[src/rtl/ocp_pkg.sv]
package ocp_pkg;

    // Sequencer states of the over-current pulse-skip logic
    typedef enum logic [1:0] {
        OC_ARMED = 2'd0,
        OC_SKIP  = 2'd1,
        OC_WATCH = 2'd2,
        OC_TRIP  = 2'd3
    } oc_state_e;

endpackage

[src/rtl/ocp_window_counter.sv]
module ocp_window_counter #(
    parameter int CNT_W   = 5,
    parameter int CNT_MAX = 16
) (
    input  logic             clk,
    input  logic             rst_n,
    input  logic             clr,
    input  logic             inc,
    output logic [CNT_W-1:0] cnt
);

    localparam logic [CNT_W-1:0] LIMIT = CNT_W'(CNT_MAX);

    always_ff @(posedge clk or negedge rst_n) begin
        if (!rst_n) begin
            cnt <= '0;
        end else if (clr) begin
            cnt <= '0;
        end else if (inc) begin
            cnt <= cnt + 1'b1;
        end
    end


    cnt_range_chk: assert property (@(posedge clk) disable iff (!rst_n)
        cnt <= LIMIT);

endmodule

[src/rtl/ocp_seq_fsm.sv]
module ocp_seq_fsm
    import ocp_pkg::*;
#(
    parameter int SKIP_LEN  = 8,
    parameter int WATCH_LEN = 8,
    parameter int CNT_W     = 5
) (
    input  logic             clk,
    input  logic             rst_n,
    input  logic             enable,
    input  logic             tick,
    input  logic             ilim,
    input  logic [CNT_W-1:0] cnt,
    output oc_state_e        nxt_state,
    output logic             cnt_clr,
    output logic             cnt_inc
);

    localparam logic [CNT_W-1:0] SKIP_LAST = CNT_W'(SKIP_LEN);
    localparam logic [CNT_W-1:0] SKIP_END  = CNT_W'(SKIP_LEN + 1);
    localparam logic [CNT_W-1:0] WIN_END   = CNT_W'(SKIP_LEN + WATCH_LEN);

    oc_state_e        state;
    logic [CNT_W-1:0] cnt_nx;

    assign cnt_nx = cnt + 1'b1;

    // State register
    always_ff @(posedge clk or negedge rst_n) begin
        if (!rst_n) begin
            state <= OC_ARMED;
        end else begin
            state <= nxt_state;
        end
    end

    // Transition logic
    always_comb begin
        nxt_state = state;
        cnt_clr   = 1'b0;
        cnt_inc   = 1'b0;
        if (!enable) begin
            nxt_state = OC_ARMED;          // disable
            cnt_clr   = 1'b1;
        end else begin
            unique case (state)
                OC_ARMED: begin
                    if (tick && ilim) begin
                        nxt_state = OC_SKIP;   // detect
                        cnt_clr   = 1'b1;
                    end
                end
                OC_SKIP: begin
                    if (tick) begin
                        cnt_inc = 1'b1;
                        if (cnt_nx == SKIP_END) begin
                            nxt_state = ilim ? OC_TRIP : OC_WATCH; // early_trip / skip_done
                        end
                    end
                end
                OC_WATCH: begin
                    if (tick) begin
                        cnt_inc = 1'b1;
                        if (ilim) begin
                            nxt_state = OC_TRIP;    // trip
                        end else if (cnt_nx == WIN_END) begin
                            nxt_state = OC_ARMED;   // recover
                        end
                    end
                end
                OC_TRIP: begin
                    nxt_state = OC_TRIP;
                end
                default: begin
                    nxt_state = OC_ARMED;
                end
            endcase
        end
    end


    skip_no_exit_chk: assert property (@(posedge clk) disable iff (!rst_n)
        (enable && state == OC_SKIP && cnt < SKIP_LAST) |=> state == OC_SKIP);


    trip_hold_chk: assert property (@(posedge clk) disable iff (!rst_n)
        (enable && state == OC_TRIP) |=> state == OC_TRIP);


    disable_arm_chk: assert property (@(posedge clk) disable iff (!rst_n)
        !enable |=> state == OC_ARMED);


    no_tick_hold_chk: assert property (@(posedge clk) disable iff (!rst_n)
        (enable && !tick) |=> $stable(state));

endmodule

[src/rtl/ocp_drive_stage.sv]
module ocp_drive_stage
    import ocp_pkg::*;
(
    input  logic      clk,
    input  logic      rst_n,
    input  oc_state_e nxt_state,
    output logic      hs_inhibit,
    output logic      oc_latch
);

    // Output register, decoded from the upcoming state
    always_ff @(posedge clk or negedge rst_n) begin
        if (!rst_n) begin
            hs_inhibit <= 1'b0;
            oc_latch   <= 1'b0;
        end else begin
            hs_inhibit <= (nxt_state == OC_SKIP) || (nxt_state == OC_TRIP);
            oc_latch   <= (nxt_state == OC_TRIP);
        end
    end

endmodule

[src/rtl/oc_pulse_skip_guard.sv]
module oc_pulse_skip_guard
    import ocp_pkg::*;
#(
    parameter int SKIP_LEN  = 8,
    parameter int WATCH_LEN = 8
) (
    input  logic clk,
    input  logic rst_n,
    input  logic enable,
    input  logic tick,
    input  logic ilim_flag,
    output logic hs_inhibit,
    output logic oc_latch
);

    localparam int CNT_MAX = SKIP_LEN + WATCH_LEN;
    localparam int CNT_W   = $clog2(CNT_MAX + 1);

    oc_state_e        nxt_state;
    logic             cnt_clr;
    logic             cnt_inc;
    logic [CNT_W-1:0] cnt;

    ocp_window_counter #(
        .CNT_W   (CNT_W),
        .CNT_MAX (CNT_MAX)
    ) u_cnt (
        .clk   (clk),
        .rst_n (rst_n),
        .clr   (cnt_clr),
        .inc   (cnt_inc),
        .cnt   (cnt)
    );

    ocp_seq_fsm #(
        .SKIP_LEN  (SKIP_LEN),
        .WATCH_LEN (WATCH_LEN),
        .CNT_W     (CNT_W)
    ) u_fsm (
        .clk       (clk),
        .rst_n     (rst_n),
        .enable    (enable),
        .tick      (tick),
        .ilim      (ilim_flag),
        .cnt       (cnt),
        .nxt_state (nxt_state),
        .cnt_clr   (cnt_clr),
        .cnt_inc   (cnt_inc)
    );

    ocp_drive_stage u_drv (
        .clk        (clk),
        .rst_n      (rst_n),
        .nxt_state  (nxt_state),
        .hs_inhibit (hs_inhibit),
        .oc_latch   (oc_latch)
    );


    latch_has_inhibit_chk: assert property (@(posedge clk) disable iff (!rst_n)
        oc_latch |-> hs_inhibit);


    latch_persist_chk: assert property (@(posedge clk) disable iff (!rst_n)
        (oc_latch && enable) |=> oc_latch);


    disable_clear_chk: assert property (@(posedge clk) disable iff (!rst_n)
        !enable |=> (!oc_latch && !hs_inhibit));

endmodule

[config.mk]
export PLATFORM = sky130hd
export DESIGN_NAME = oc_pulse_skip_guard
export DESIGN_NICKNAME = d
export VERILOG_FILES = /design/src/rtl/ocp_pkg.sv /design/src/rtl/ocp_window_counter.sv /design/src/rtl/ocp_seq_fsm.sv /design/src/rtl/ocp_drive_stage.sv /design/src/rtl/oc_pulse_skip_guard.sv
export SDC_FILE = /design/constraint.sdc
export NUM_CORES = 1
export LEC_CHECK = 0
export ABC_CLOCK_PERIOD_IN_PS = 3660
export BUFFER_PORTS_ARGS = -buffer_cell sky130_fd_sc_hd__buf_2
export CAP_MARGIN = 20
export CORE_UTILIZATION = 32
export CTS_BUF_LIST = sky130_fd_sc_hd__clkbuf_2 sky130_fd_sc_hd__clkbuf_4 sky130_fd_sc_hd__clkbuf_8
export DETAILED_ROUTE_END_ITERATION = 16
export GPL_TIMING_DRIVEN = 0
export PLACE_DENSITY = 0.51
export SKIP_CTS_REPAIR_TIMING = 1
export SLEW_MARGIN = 10
export SYNTH_ARGS = -nofsm -noshare
export SYNTH_HDL_FRONTEND = slang
export SYNTH_SLANG_ARGS = --single-unit
[constraint.sdc]
create_clock -name clk -period 3.66 [get_ports clk]
set_input_delay 0.183 -clock clk [delete_from_list [all_inputs] [get_ports clk]]
set_output_delay 0.183 -clock clk [all_outputs]
set_load 0.02 [all_outputs]
==> results of run 1 <==
==> worst reg2reg max path, stage by stage (launching register included) <==
cell and delay, ns:
dfrtp_1 0.42, ha_1 0.22, nor3_1 0.20, a31oi_1 0.06
nand4b_1 0.21, or3_1 0.35, a32oi_1 0.21
==> power breakdown <==
group,internal (µW),total [µW],switching (µW),leakage (µW)
Combinational,66.0,173,107,0.000194
Clock,49.2,80.9,31.7,0.0000184
Sequential,120,141,21.5,0.000122
==> Yosys cell counts, types with 2 or more instances <==
library cell,instances
inv_1,4
xnor2_1,3
nand2_1,11
nor2_1,5
dfrtp_1,9
ha_1,7
a21oi_1,5
nand3_1,7
or3_1,2
nand4_1,2
o21ai_0,3
==> worst max path at each step <==
stage | startpoint | end | slack [ns] | cells after the start
finish | u_cnt.cnt[1]$_DFFE_PN0P_ | u_drv.oc_latch$_DFF_PN0_ | 1.89 | 6
global route | u_cnt.cnt[1]$_DFFE_PN0P_ | u_drv.oc_latch$_DFF_PN0_ | 1.77 | 6
CTS | u_cnt.cnt[1]$_DFFE_PN0P_ | u_drv.oc_latch$_DFF_PN0_ | 1.88 | 6
detailed placement | u_cnt.cnt[1]$_DFFE_PN0P_ | u_drv.oc_latch$_DFF_PN0_ | 1.92 | 6
global placement | u_cnt.cnt[1]$_DFFE_PN0P_ | u_drv.oc_latch$_DFF_PN0_ | 1.90 | 6
floorplan | u_cnt.cnt[0]$_DFFE_PN0P_ | u_drv.oc_latch$_DFF_PN0_ | 2.07 | 6
==> through the flow <==
stage,hold slack (ns),instances,area [µm²]
2_1_floorplan,-0.113,72,646
3_3_place_gp,0.0445,103,707
3_5_place_dp,0.0502,103,707
4_1_cts,-0.233,107,737
5_1_grt,0.267,108,747
6_report,0.240,108,747
==> cell type report <==
cell class	count	share of cell area [%]
Inverter	4	2.01
Timing Repair Buffer	7	5.36
Clock buffer	4	4.02
Sequential cell	9	30.2
Multi-Input combinational cell	59	54.3
Tap cell	25	4.19
==> metal layers <==
metal | track usage [%] | up-vias | part of all wire [%]
met1 | 17.9 | 253 | 49
met4 | 1.71 | 0 | 0.49
met5 | 0 | - | 0
met2 | 19.2 | 8 | 46
met3 | 5.77 | 2 | 4.0
li1 | - | 277 | -
==> logic make-up after synthesis <==
kind of cell	share of synthesized area [%]
and+or+nand+nor	26.7
AOI/OAI and AO/OA	13.8
DFF	34.9
adders and majority gates	13.6
xor gates and xnor gates	5.43
buffers and inverters	2.32
muxes	3.29
==> registers in the layout, summed over array words and instances, names as in the netlist <==
signal	count
u_cnt.cnt	5
u_drv.hs_inhibit	1
u_fsm.state	2
u_drv.oc_latch	1
==> flow_summary.toml, run 1 <==
[critical_path]
worst-path-buf-inv = 0
crit_fanout = 5
rr_worst_depth = 6
end_kind = "flip-flop"
path_cells = "ha_1 -> nor3_1 -> a31oi_1 -> nand4b_1 -> or3_1 -> a32oi_1"
cpMaxStageDelayCell = "dfrtp_1"
r2r-end = "u_drv.oc_latch$_DFF_PN0_"
setup.reg_to_reg.worst_slack_ns = 1.89
cp-start-kind = "flip-flop"
worst_ep_arrival_time_ns = 1.94
critical-path-top-delay-family = "simple AND/OR/NAND/NOR gates"
cp.required_ns = 3.83
rr_startpoint = "u_cnt.cnt[1]$_DFFE_PN0P_"
critPathKind = "flip-flop to flip-flop"
slowest_delay_ns = 0.42

[global_route]
grt_overflow = 0
antenna_found_initial = 0
grt_pass1_wl_um = 2000
grt_max_degree = 10
grt_usage_pct = 13.0
grt_pass1_vias = 465

[placed_design]
dp.final_hpwl_um = 941
port_buffers = 6
place_ws_ns = 1.92
place.gp.congestion = 0.802

[routing]
vias = 540
totalWireLength_um = 1210
drc = 0
drtPass1Iterations = 4
avgRoutedWirePerCell_um = 11.2
postRouteAntennaNets = 0
via_per_inst = 5.00
first_iter_violations = 10

[sta]
hold_viol = 0
relSlewSlack_pct = 82.2
rsz0062_at_grt = "no"
fin_tns_setup_ns = 0
max_freq_mhz = 565
finalCritPeriodShare_pct = 48.3
period_minus_slack_ns = 1.77
worstMarginPinSlew_ns = 0.266
slew_viol_final = 0
fin_ws_ns = 1.89
fin_skew_ns = 0.00503
setup_violations = 0

[run]
max_cap_violations = 0

[floorplan]
fp.coreArea_um2 = 1800
rows = 15
die_area_um2 = 2200
initial_core_util_pct = 35.8
dieWidth_um = 46.9
pin_count = 7
die_y_um = 46.9

[synth]
netlist_area_um2 = 646
synth_cell_types = 25
synth_edf_count = 0
synth_area_leaders = "dfrtp_1 35%, ha_1 14%, nand2_1 6.4%, nand3_1 5.4%, o311ai_4 4.1%"
synth.largest_area_cell = "dfrtp_1"
seq_area_frac_synth_pct = 34.9
ys_ff_latch = 9
netlist_instances = 72
synth_top_area_share_pct = 34.9
yosysWarnings = 0
synth.avg_cell_area_um2 = 8.97
async_flop_share_pct = 100
ys.flop_type = "dfrtp_1"
syn_nets = 84

[power]
leakage_uw = 0.000335
power_density_nw_per_um2 = 530
finalPower_uw = 396
irDropWorstVdd_mv = 0.225

[finish]
syn_to_final_growth_pct = 15.7
seqCellArea_um2 = 225
utilization_pct = 41.5
nets = 96
layout_commonest_cell = "nand2_1"
multi_input_area_um2 = 405
drive_above_1_share_pct = 16.9
nFillCells = 198
layout_common_cells = "11 x nand2_1, 9 x dfrtp_1, 7 x nand3_1, 7 x ha_1, 6 x buf_2"
diodes = 0

[cts]
cts_tree = "done"
clock_latency_ns = 0.26
cts_num_sinks = 9
cts.clk_slew.worst_paths_ns = 0.06
htree_levels = 1
cts-root-buf = "clkbuf_4"
clockBufferDepth = 2
cts_made_buffers = 3

[min_path]
hold_start = "tick"
hold_depth = 3
min_to = "u_cnt.cnt[1]$_DFFE_PN0P_"
hp-class = "input port to flip-flop"

[run_status]
status = "complete, no violations"
(Power assumes the default switching activity.)
==> run 2: changes to the inputs <==
--- a/config.mk
+++ b/config.mk
@@ -5,14 +5,14 @@
 export SDC_FILE = /design/constraint.sdc
 export NUM_CORES = 1
 export LEC_CHECK = 0
-export ABC_CLOCK_PERIOD_IN_PS = 3660
+export ABC_CLOCK_PERIOD_IN_PS = 1540
 export BUFFER_PORTS_ARGS = -buffer_cell sky130_fd_sc_hd__buf_2
 export CAP_MARGIN = 20
 export CORE_UTILIZATION = 32
 export CTS_BUF_LIST = sky130_fd_sc_hd__clkbuf_2 sky130_fd_sc_hd__clkbuf_4 sky130_fd_sc_hd__clkbuf_8
 export DETAILED_ROUTE_END_ITERATION = 16
 export GPL_TIMING_DRIVEN = 0
-export PLACE_DENSITY = 0.51
+export PLACE_DENSITY = 0.52
 export SKIP_CTS_REPAIR_TIMING = 1
 export SLEW_MARGIN = 10
 export SYNTH_ARGS = -nofsm -noshare
==> constraint.sdc (replaced) <==
create_clock -name clk -period 1.54 [get_ports clk]
set_input_delay 0.077 -clock clk [delete_from_list [all_inputs] [get_ports clk]]
set_output_delay 0.077 -clock clk [all_outputs]
set_load 0.02 [all_outputs]
==> run 2 against run 1 <==
The run now ends with setup timing left. Via count rose by 4.1%. Sequential power rose by 140%. Clock power rose by 140%. Non-clock buffer count rose by 3. Die area did not move. Global-route usage rose by 2.6 points. Clock skew fell by 0.0029 ns. Flip-flop and latch count did not move. Critical path type unchanged.
==> flow_summary.toml, run 2 (synthesis gave the netlist of run 1 again) <==
[sta]
slew_viol_final = 0
fin_ws_ns = -0.189
fin_tns_setup_ns = -0.402
max_freq_mhz = 578
fin_skew_ns = 0.00210
setup_violations = 4
relSlewSlack_pct = 80.0
period_minus_slack_ns = 1.73
rsz0062_at_grt = "yes"
finalCritPeriodShare_pct = 112
worstMarginPinSlew_ns = 0.299
hold_viol = 0

[routing]
avgRoutedWirePerCell_um = 12.4
vias = 562
via_per_inst = 5.06
postRouteAntennaNets = 0
first_iter_violations = 2
drc = 0
totalWireLength_um = 1380
drtPass1Iterations = 4

[finish]
layout_common_cells = "11 x nand2_1, 7 x nand3_1, 7 x dfrtp_1"
nets = 99
layout_commonest_cell = "nand2_1"
largest_register_ffs = 5
reg_top3 = "u_cnt.cnt x5, u_fsm.state x2"
max_flop_register = "u_cnt.cnt"
syn_to_final_growth_pct = 24.2
drive_above_1_share_pct = 26.7
diodes = 0

[critical_path]
cp-start-kind = "flip-flop"
setup.reg_to_reg.worst_slack_ns = -0.19
slowest_delay_ns = 0.42
path_cells = "ha_4 -> and2_4 -> a31oi_1 -> nand4b_1 -> or3_4 -> a32oi_1"
r2r-end = "u_drv.oc_latch$_DFF_PN0_"
worst_ep_arrival_time_ns = 1.91
cpMaxStageDelayCell = "dfrtp_1"
rr_worst_depth = 6
critPathKind = "flip-flop to flip-flop"
cp-startpoint = "u_cnt.cnt[0]$_DFFE_PN0P_"
rr_startpoint = "u_cnt.cnt[0]$_DFFE_PN0P_"
crit_fanout = 4
end_kind = "flip-flop"
endpoint = "u_drv.oc_latch$_DFF_PN0_"
cp.required_ns = 1.72

[cts]
htree_levels = 1
cts_tree = "done"
cts_made_buffers = 3
cts-root-buf = "clkbuf_4"
clock_latency_ns = 0.26
cts.clk_slew.worst_paths_ns = 0.06
clockBufferDepth = 2
cts_num_sinks = 9

[global_route]
grt_overflow = 0
grt_pass1_vias = 531
grtUsageMet1_pct = 21.5
busiest_layer = "met2"
grt_max_degree = 10
globalRouteMet2Util_pct = 22.5
grt_usage_pct = 15.6
grt_use_met3_pct = 1.15
antenna_found_initial = 0
grt_pass1_wl_um = 2300

[power]
seq_power_share_pct = 35.3
power_density_nw_per_um2 = 1210
p_switching_uw = 398
leakage_uw = 0.000355
finalPower_uw = 971
sw_frac_of_total_pct = 41.0
comb_power_share_pct = 44.6
p_int_uw = 573
pwr-share-clk_pct = 20.1
irDropWorstVdd_mv = 0.722

[floorplan]
initial_core_util_pct = 35.8
rows = 15
pin_count = 7
fp.coreArea_um2 = 1800
die_y_um = 46.9
dieWidth_um = 46.9
die_area_um2 = 2200

[placed_design]
place.gp.congestion = 0.794
dp.final_hpwl_um = 988
port_buffers = 6

[min_path]
hp-class = "input port to flip-flop"

[run_status]
status = "finished with violations"
violations = "setup timing"

[run]
max_cap_violations = 0
-- run 2: changes by cell type in the layout (fill, tap and decap cells not counted), moves of 2 or more --
cell     previous run  this run
ha_1                7         5
dfrtp_2             0         2
dfrtp_1             9         7
buf_4               0         3
-- run 2: per-layer routing --
layer,part of all wire (%),up-vias
met5,0,-
met4,3.8,0
met2,45,8
li1,-,284
met1,48,264
met3,2.6,6
-- run 2: area by class of cell --
class	instances	area, µm²
inverters	4	15.0
flip-flops and latches	9	228
multi-input cells	59	435
clock buffers	4	30.0
well taps	25	31.3
fillers	193	1000
repair buffers	10	62.6
-- run 2: worst max-delay path, delay by kind of cell (launching register included) --
family / cells / cell delay (ns)
fa+ha+maj: 1 / 0.17
compound gates: 2 / 0.27
flops: 1 / 0.42
simple gates: 3 / 0.78
-- run 2: power groups by stage --
stage | Sequential, µW | Clock [µW] | Combinational, µW
after global placement | 337 | 0 | 409
after CTS | 335 | 207 | 418
after detailed placement | 339 | 0 | 410
after global routing | 353 | 213 | 501
final | 343 | 195 | 433
after floorplan | 348 | 0 | 299
-- run 2: how the worst min path moves through the flow --
stage	start	to	cells after the start
after global placement	rst_n	u_drv.hs_inhibit$_DFF_PN0_	1
after global routing	tick	u_cnt.cnt[1]$_DFFE_PN0P_	3
final	tick	u_cnt.cnt[1]$_DFFE_PN0P_	3
after floorplan	rst_n	u_cnt.cnt[0]$_DFFE_PN0P_	0
after detailed placement	rst_n	u_drv.hs_inhibit$_DFF_PN0_	1
after CTS	rst_n	u_drv.hs_inhibit$_DFF_PN0_	1
-- run 2: per-stage QoR --
stage	instances	area, µm²	hold WS, ns	setup WS [ns]	utilization (%)
3_5_place_dp	103	709	-0.0633	-0.203	39.4
5_1_grt	111	802	0.144	-0.260	44.5
4_1_cts	107	739	-0.347	-0.232	41.0
2_1_floorplan	72	648	-0.219	-0.0194	-
6_report	111	802	0.135	-0.189	44.5
3_3_place_gp	103	709	-0.0626	-0.256	39.4
